## src/rtl/idle_pkg.sv

```systemverilog
package idle_pkg;
  localparam int unsigned N_DOM     = 10;
  localparam int unsigned CPU_BIT   = 0;
  localparam int unsigned MPORT_BIT = 1;
  localparam int unsigned HWA_BIT   = 2;
  localparam int unsigned DPORT_BIT = 5;
  localparam int unsigned XPORT_BIT = 6;
  localparam int unsigned IPORT_BIT = 8;
  localparam int unsigned IRQ_DLY   = 3;

  typedef logic [N_DOM-1:0] dom_vec_t;

  localparam dom_vec_t WAKE_MASK = N_DOM'((1 << CPU_BIT) | (1 << DPORT_BIT) |
                                          (1 << XPORT_BIT) | (1 << IPORT_BIT));

  function automatic logic cfg_valid(dom_vec_t c);
    return !(c[XPORT_BIT] && !c[CPU_BIT]);
  endfunction
endpackage

```

## src/rtl/idle_commit_ctrl.sv

```systemverilog
module idle_commit_ctrl
  import idle_pkg::*;
(
  input  logic     clk_i,
  input  logic     rst_ni,
  input  logic     cfg_we_i,
  input  dom_vec_t cfg_wdata_i,
  input  logic     idle_cmd_i,
  input  logic     dma_busy_i,
  output dom_vec_t cfg_o,
  output logic     commit_o,
  output dom_vec_t commit_val_o,
  output logic     pending_o,
  output logic     err_o
);
  dom_vec_t cfg_q, hold_q;
  logic     pend_q, err_q;
  logic     cmd_ok, valid, must_wait, drain;

  assign cmd_ok    = idle_cmd_i && !pend_q;
  assign valid     = cfg_valid(cfg_q);
  assign must_wait = cfg_q[MPORT_BIT] && dma_busy_i;
  assign drain     = pend_q && !dma_busy_i;

  assign commit_o     = drain || (cmd_ok && valid && !must_wait);
  assign commit_val_o = pend_q ? hold_q : cfg_q;

  always_ff @(posedge clk_i or negedge rst_ni) begin
    if (!rst_ni) begin
      cfg_q  <= '0;
      hold_q <= '0;
      pend_q <= 1'b0;
      err_q  <= 1'b0;
    end else begin
      if (cfg_we_i) cfg_q <= cfg_wdata_i;
      if (cmd_ok && !valid)  err_q <= 1'b1;
      else if (cfg_we_i)     err_q <= 1'b0;
      if (cmd_ok && valid && must_wait) begin
        pend_q <= 1'b1;
        hold_q <= cfg_q;
      end else if (drain) begin
        pend_q <= 1'b0;
      end
    end
  end

  assign cfg_o     = cfg_q;
  assign pending_o = pend_q;
  assign err_o     = err_q;
endmodule

```

## src/rtl/idle_status_reg.sv

```systemverilog
module idle_status_reg
  import idle_pkg::*;
(
  input  logic     clk_i,
  input  logic     rst_ni,
  input  logic     commit_i,
  input  dom_vec_t commit_val_i,
  input  logic     irq_i,
  output dom_vec_t status_o,
  output dom_vec_t clk_en_o,
  output logic     halt_o
);
  dom_vec_t status_q, wake, eff;

  // interrupt wake path bypasses the flop so enables return without an edge
  assign wake = irq_i ? WAKE_MASK : '0;
  assign eff  = status_q & ~wake;

  always_ff @(posedge clk_i or negedge rst_ni) begin
    if (!rst_ni) status_q <= '0;
    else         status_q <= (commit_i ? commit_val_i : status_q) & ~wake;
  end

  assign status_o = status_q;
  assign clk_en_o = ~eff;
  assign halt_o   = eff[CPU_BIT];
endmodule

```

## src/rtl/irq_flag_delay.sv

```systemverilog
module irq_flag_delay #(
  parameter int unsigned DLY = 3
) (
  input  logic clk_i,
  input  logic rst_ni,
  input  logic irq_i,
  input  logic cpu_en_i,
  output logic flag_o
);
  logic [DLY-1:0] sh_q;
  logic           in_d;

  assign in_d = irq_i && cpu_en_i;

  generate
    if (DLY == 1) begin : g_one
      always_ff @(posedge clk_i or negedge rst_ni) begin
        if (!rst_ni) sh_q <= '0;
        else         sh_q <= in_d;
      end
    end else begin : g_chain
      always_ff @(posedge clk_i or negedge rst_ni) begin
        if (!rst_ni) sh_q <= '0;
        else         sh_q <= {sh_q[DLY-2:0], in_d};
      end
    end
  endgenerate

  assign flag_o = sh_q[DLY-1];
endmodule

```

## src/rtl/idle_domain_ctrl.sv

```systemverilog
module idle_domain_ctrl
  import idle_pkg::*;
#(
  parameter int unsigned IRQ_DLY_P = IRQ_DLY
) (
  input  logic             clk_i,
  input  logic             rst_ni,
  input  logic             cfg_we_i,
  input  logic [N_DOM-1:0] cfg_wdata_i,
  input  logic             idle_cmd_i,
  input  logic             irq_i,
  input  logic             dma_busy_i,
  output logic [N_DOM-1:0] clk_en_o,
  output logic             halt_o,
  output logic             irq_flag_o,
  output logic [N_DOM-1:0] cfg_o,
  output logic [N_DOM-1:0] status_o,
  output logic             pending_o,
  output logic             err_o
);
  logic     commit;
  dom_vec_t commit_val;

  idle_commit_ctrl u_commit (
    .clk_i        (clk_i),
    .rst_ni       (rst_ni),
    .cfg_we_i     (cfg_we_i),
    .cfg_wdata_i  (cfg_wdata_i),
    .idle_cmd_i   (idle_cmd_i),
    .dma_busy_i   (dma_busy_i),
    .cfg_o        (cfg_o),
    .commit_o     (commit),
    .commit_val_o (commit_val),
    .pending_o    (pending_o),
    .err_o        (err_o)
  );

  idle_status_reg u_status (
    .clk_i        (clk_i),
    .rst_ni       (rst_ni),
    .commit_i     (commit),
    .commit_val_i (commit_val),
    .irq_i        (irq_i),
    .status_o     (status_o),
    .clk_en_o     (clk_en_o),
    .halt_o       (halt_o)
  );

  irq_flag_delay #(.DLY(IRQ_DLY_P)) u_irq (
    .clk_i    (clk_i),
    .rst_ni   (rst_ni),
    .irq_i    (irq_i),
    .cpu_en_i (clk_en_o[CPU_BIT]),
    .flag_o   (irq_flag_o)
  );
endmodule

```

## config.mk

```make
export PLATFORM = sky130hd
export DESIGN_NAME = idle_domain_ctrl
export DESIGN_NICKNAME = d
export VERILOG_FILES = /design/src/rtl/idle_pkg.sv /design/src/rtl/idle_commit_ctrl.sv /design/src/rtl/idle_status_reg.sv /design/src/rtl/irq_flag_delay.sv /design/src/rtl/idle_domain_ctrl.sv
export SDC_FILE = /design/constraint.sdc
export NUM_CORES = 1
export LEC_CHECK = 0
export ABC_AREA = 1
export BUFFER_PORTS_ARGS = -buffer_cell sky130_fd_sc_hd__buf_4
export CORE_ASPECT_RATIO = 1.2
export CORE_UTILIZATION = 25
export CTS_BUF_LIST = sky130_fd_sc_hd__clkbuf_8
export CTS_CLUSTER_DIAMETER = 30
export DETAILED_ROUTE_END_ITERATION = 12
export PLACE_DENSITY = 0.48
export SLEW_MARGIN = 20
export SYNTH_ARGS = -nofsm -noshare
export SYNTH_HDL_FRONTEND = slang
export SYNTH_SLANG_ARGS = --single-unit
```

## constraint.sdc

```tcl
create_clock -name clk_i -period 1.64 [get_ports clk_i]
set_input_delay 0.328 -clock clk_i [delete_from_list [all_inputs] [get_ports clk_i]]
set_output_delay 0.328 -clock clk_i [all_outputs]
set_load 0.1 [all_outputs]
```

==> impl_metrics.env <==
export IMPL_min_path_type="in2reg"
export IMPL_drcViolationCount=0
export IMPL_grt_max_degree=36
export IMPL_outcome="finished clean"
export IMPL_crit_path_start_kind="register"
export IMPL_path_clk_slew_ns=0.07
export IMPL_grt_overflow=0
export IMPL_required_ns=1.31
export IMPL_synthSimpleGateAreaFrac_pct=17.77
export IMPL_grt_pass1_vias=1120
export IMPL_tritoncts="built"
export IMPL_drt_vias_per_instance=3.990
export IMPL_r2r_end="u_status.status_o[1]"
export IMPL_antennaDiodeCount=0
export IMPL_place_congestion=0.6469
export IMPL_syn_to_final_growth_pct=40.45
export IMPL_wl_mm=3.170
export IMPL_initial_utilization_pct=26.23
export IMPL_period_minus_slack_ns=1.501
export IMPL_wl_per_cell_um=10.43
export IMPL_critPathMaxFanout=2
export IMPL_worst_r2r_setup_slack_ns=0.35
export IMPL_maxCapViolCount=0
export IMPL_rsz0062_at_grt="no"
export IMPL_nNetsFinal=239
export IMPL_syn_cell_area_um2=1506
export IMPL_yosys_top_cells_area="dfrtp_1 (58%), nand2_1 (12%), o21ai_0 (7.0%)"
export IMPL_endpoint_kind="output port"
export IMPL_leakagePower_uw=0.0009940
export IMPL_vias=1213
export IMPL_clockBufferDepth=2
export IMPL_clkLatencyLatePin_ns=0.29
export IMPL_grt_usage_pct=11.71
export IMPL_fp_dieW_um=72.86
export IMPL_die_h_um=87.04
export IMPL_worst_slew_pin_slew_ns=0.4505
export IMPL_r2r_start="u_commit.cfg_o[0]"
export IMPL_worstHoldStart="irq_i"
export IMPL_cts_sinks=35
export IMPL_grt_pass1_wl_mm=5.547
export IMPL_crit_type="reg2out"
export IMPL_cts_max_level=2
export IMPL_cts_root_buf="clkbuf_8"
export IMPL_finalSetupViolCount=0
export IMPL_whs_endpoint="u_irq.sh_q[0]"
export IMPL_tns_ns=0
export IMPL_coreArea_um2=5743
export IMPL_timing_final_ws_setup_ns=0.1392
export IMPL_synth_compound_area_share_pct=14.29
export IMPL_skew_ns=0.009998
export IMPL_cts_buffers=5
export IMPL_slew_headroom_pct=69.97
export IMPL_ys_ff_latch=35
export IMPL_max_freq_mhz=666.3
export IMPL_ant_nets=0
export IMPL_fin_crit_sh_pct=91.51
export IMPL_final_max_slew_violation_count=0
export IMPL_crit_arrival_ns=1.17
export IMPL_hold_depth=1
export IMPL_dpl_cell_count=295
export IMPL_synthAdderAreaFrac_pct=0
export IMPL_synth_top_area_share_pct=58.14
export IMPL_ir_drop_v=0.0005495
export IMPL_cp_slowest_cell="dfrtp_4"
export IMPL_synth_xor_area_share_pct=0
export IMPL_firstDrtPassIters=4
export IMPL_drtIter0Drc=72
export IMPL_dp_hpwl_mm=2.268
export IMPL_cpPeakStageDelay_ns=0.49
export IMPL_die_area_um2=6341
export IMPL_crit_chain="inv_4, nor2_4, inv_2, buf_4"
export IMPL_synth_nets=188
export IMPL_synth_top_family_by_area="simple AND/OR/NAND/NOR gates"
export IMPL_post_place_ws_ns=0.3250
export IMPL_layout_commonest_cell="buf_4"
export IMPL_layout_common_cells="buf_4 (52), nand2_1 (44), o21ai_0 (21), dfrtp_1 (21), inv_1 (18)"
export IMPL_yosysSeqAreaShare_pct=58.14
export IMPL_synth_cell_types=17
export IMPL_rows=30
export IMPL_layout_cells_non_filler=304
export IMPL_yosysWarnings=0
export IMPL_drive_gt1_share_pct=41.96
export IMPL_yosys_area_top_type="dfrtp_1"
export IMPL_p_per_area_nw_per_um2=1578
export IMPL_ios=50
export IMPL_muxShareOfSynthArea_pct=0
export IMPL_rr_worst_depth=6
export IMPL_synth_area_per_cell_um2=8.758
export IMPL_antenna_found_initial=0
export IMPL_power_uw=3338
export IMPL_hold_viol=0
export IMPL_synthCells=172
export IMPL_portBuffers=49
[critical path: cells and delay by family (launching register included)]
| family | cells | cell delay [ns] |
|---|---|---|
| AND/OR/NAND/NOR | 1 | 0.04 |
| buffers and inverters | 3 | 0.37 |
| flip-flops | 1 | 0.49 |
[synthesized netlist by cell type (all sizes together)]
| cell | instances |
|---|---|
| a21oi | 4 |
| buf | 6 |
| clkbuf | 3 |
| dfrtp | 35 |
| inv | 26 |
| nand2 | 49 |
| nand3 | 6 |
| nand4 | 1 |
| nor2 | 6 |
| o21ai | 36 |
[per-layer routing]
layer / vias up / share of wire [%] / global-route usage (%) / wire, um
met3: 5 / 4.4 / 2.894 / 139
met2: 37 / 41 / 15.72 / 1296
li1: 638 / - / - / -
met4: 0 / 2.1 / 5.882 / 65
met1: 533 / 53 / 17.21 / 1668
met5: - / 0 / 0 / 0
[cell type report]
cell class,instances,area (um^2)
flip-flops and latches,35,895.9
clock inverters,2,16.27
fillers,612,3627
multi-input cells,102,498.0
inverters,26,122.6
clock buffers,6,82.58
well taps,80,100.1
repair buffers,53,400.4
[cells by family (layout without fill, tap and decap cells)]
kind of cell | after synthesis | count (layout)
AOI/OAI and AO/OA | 40 | 40
buffers and inverters | 35 | 87
DFF | 35 | 35
and+or+nand+nor | 62 | 62
[report_power, final]
part           total, uW  switching [uW]  internal (uW)
combinational       1550            1240            311
sequential          1120             104           1020
clock                664             322            343
total               3340            1660           1670
[flip-flops by register name (all words and copies together) (netlist names)]
signal              cells
u_commit.cfg_o         10
u_status.status_o      10
u_commit.pending_o      1
u_irq.sh_q              3
u_commit.err_o          1
u_commit.hold_q        10
[per-stage QoR]
step	hold slack, ns	area, um^2	util (%)
after floorplan	0.03241	1579	-
after global placement	0.3224	2007	34.95
after detailed placement	0.3191	2007	34.95
after CTS	0.1700	2116	36.84
after global routing	0.1657	2116	36.84
final	0.1854	2116	36.84
[worst max-delay path by stage]
stage                         startpoint          end  slack (ns)  cells after the start
global placement                   irq_i  clk_en_o[5]        0.34                      4
detailed placement                 irq_i  clk_en_o[5]        0.32                      4
floorplan           u_status.status_o[0]  clk_en_o[0]       -0.16                      4
CTS                 u_status.status_o[0]  clk_en_o[0]        0.12                      4
finish              u_status.status_o[0]  clk_en_o[0]        0.14                      4
global route        u_status.status_o[0]  clk_en_o[0]        0.08                      4
[timing repair]
item,CTS,global route
gates resized for setup,0,0
hold endpoints to repair,14,0
setup buffers,0,0
hold buffers,1,0
Power figures use the tool's default switching activity.
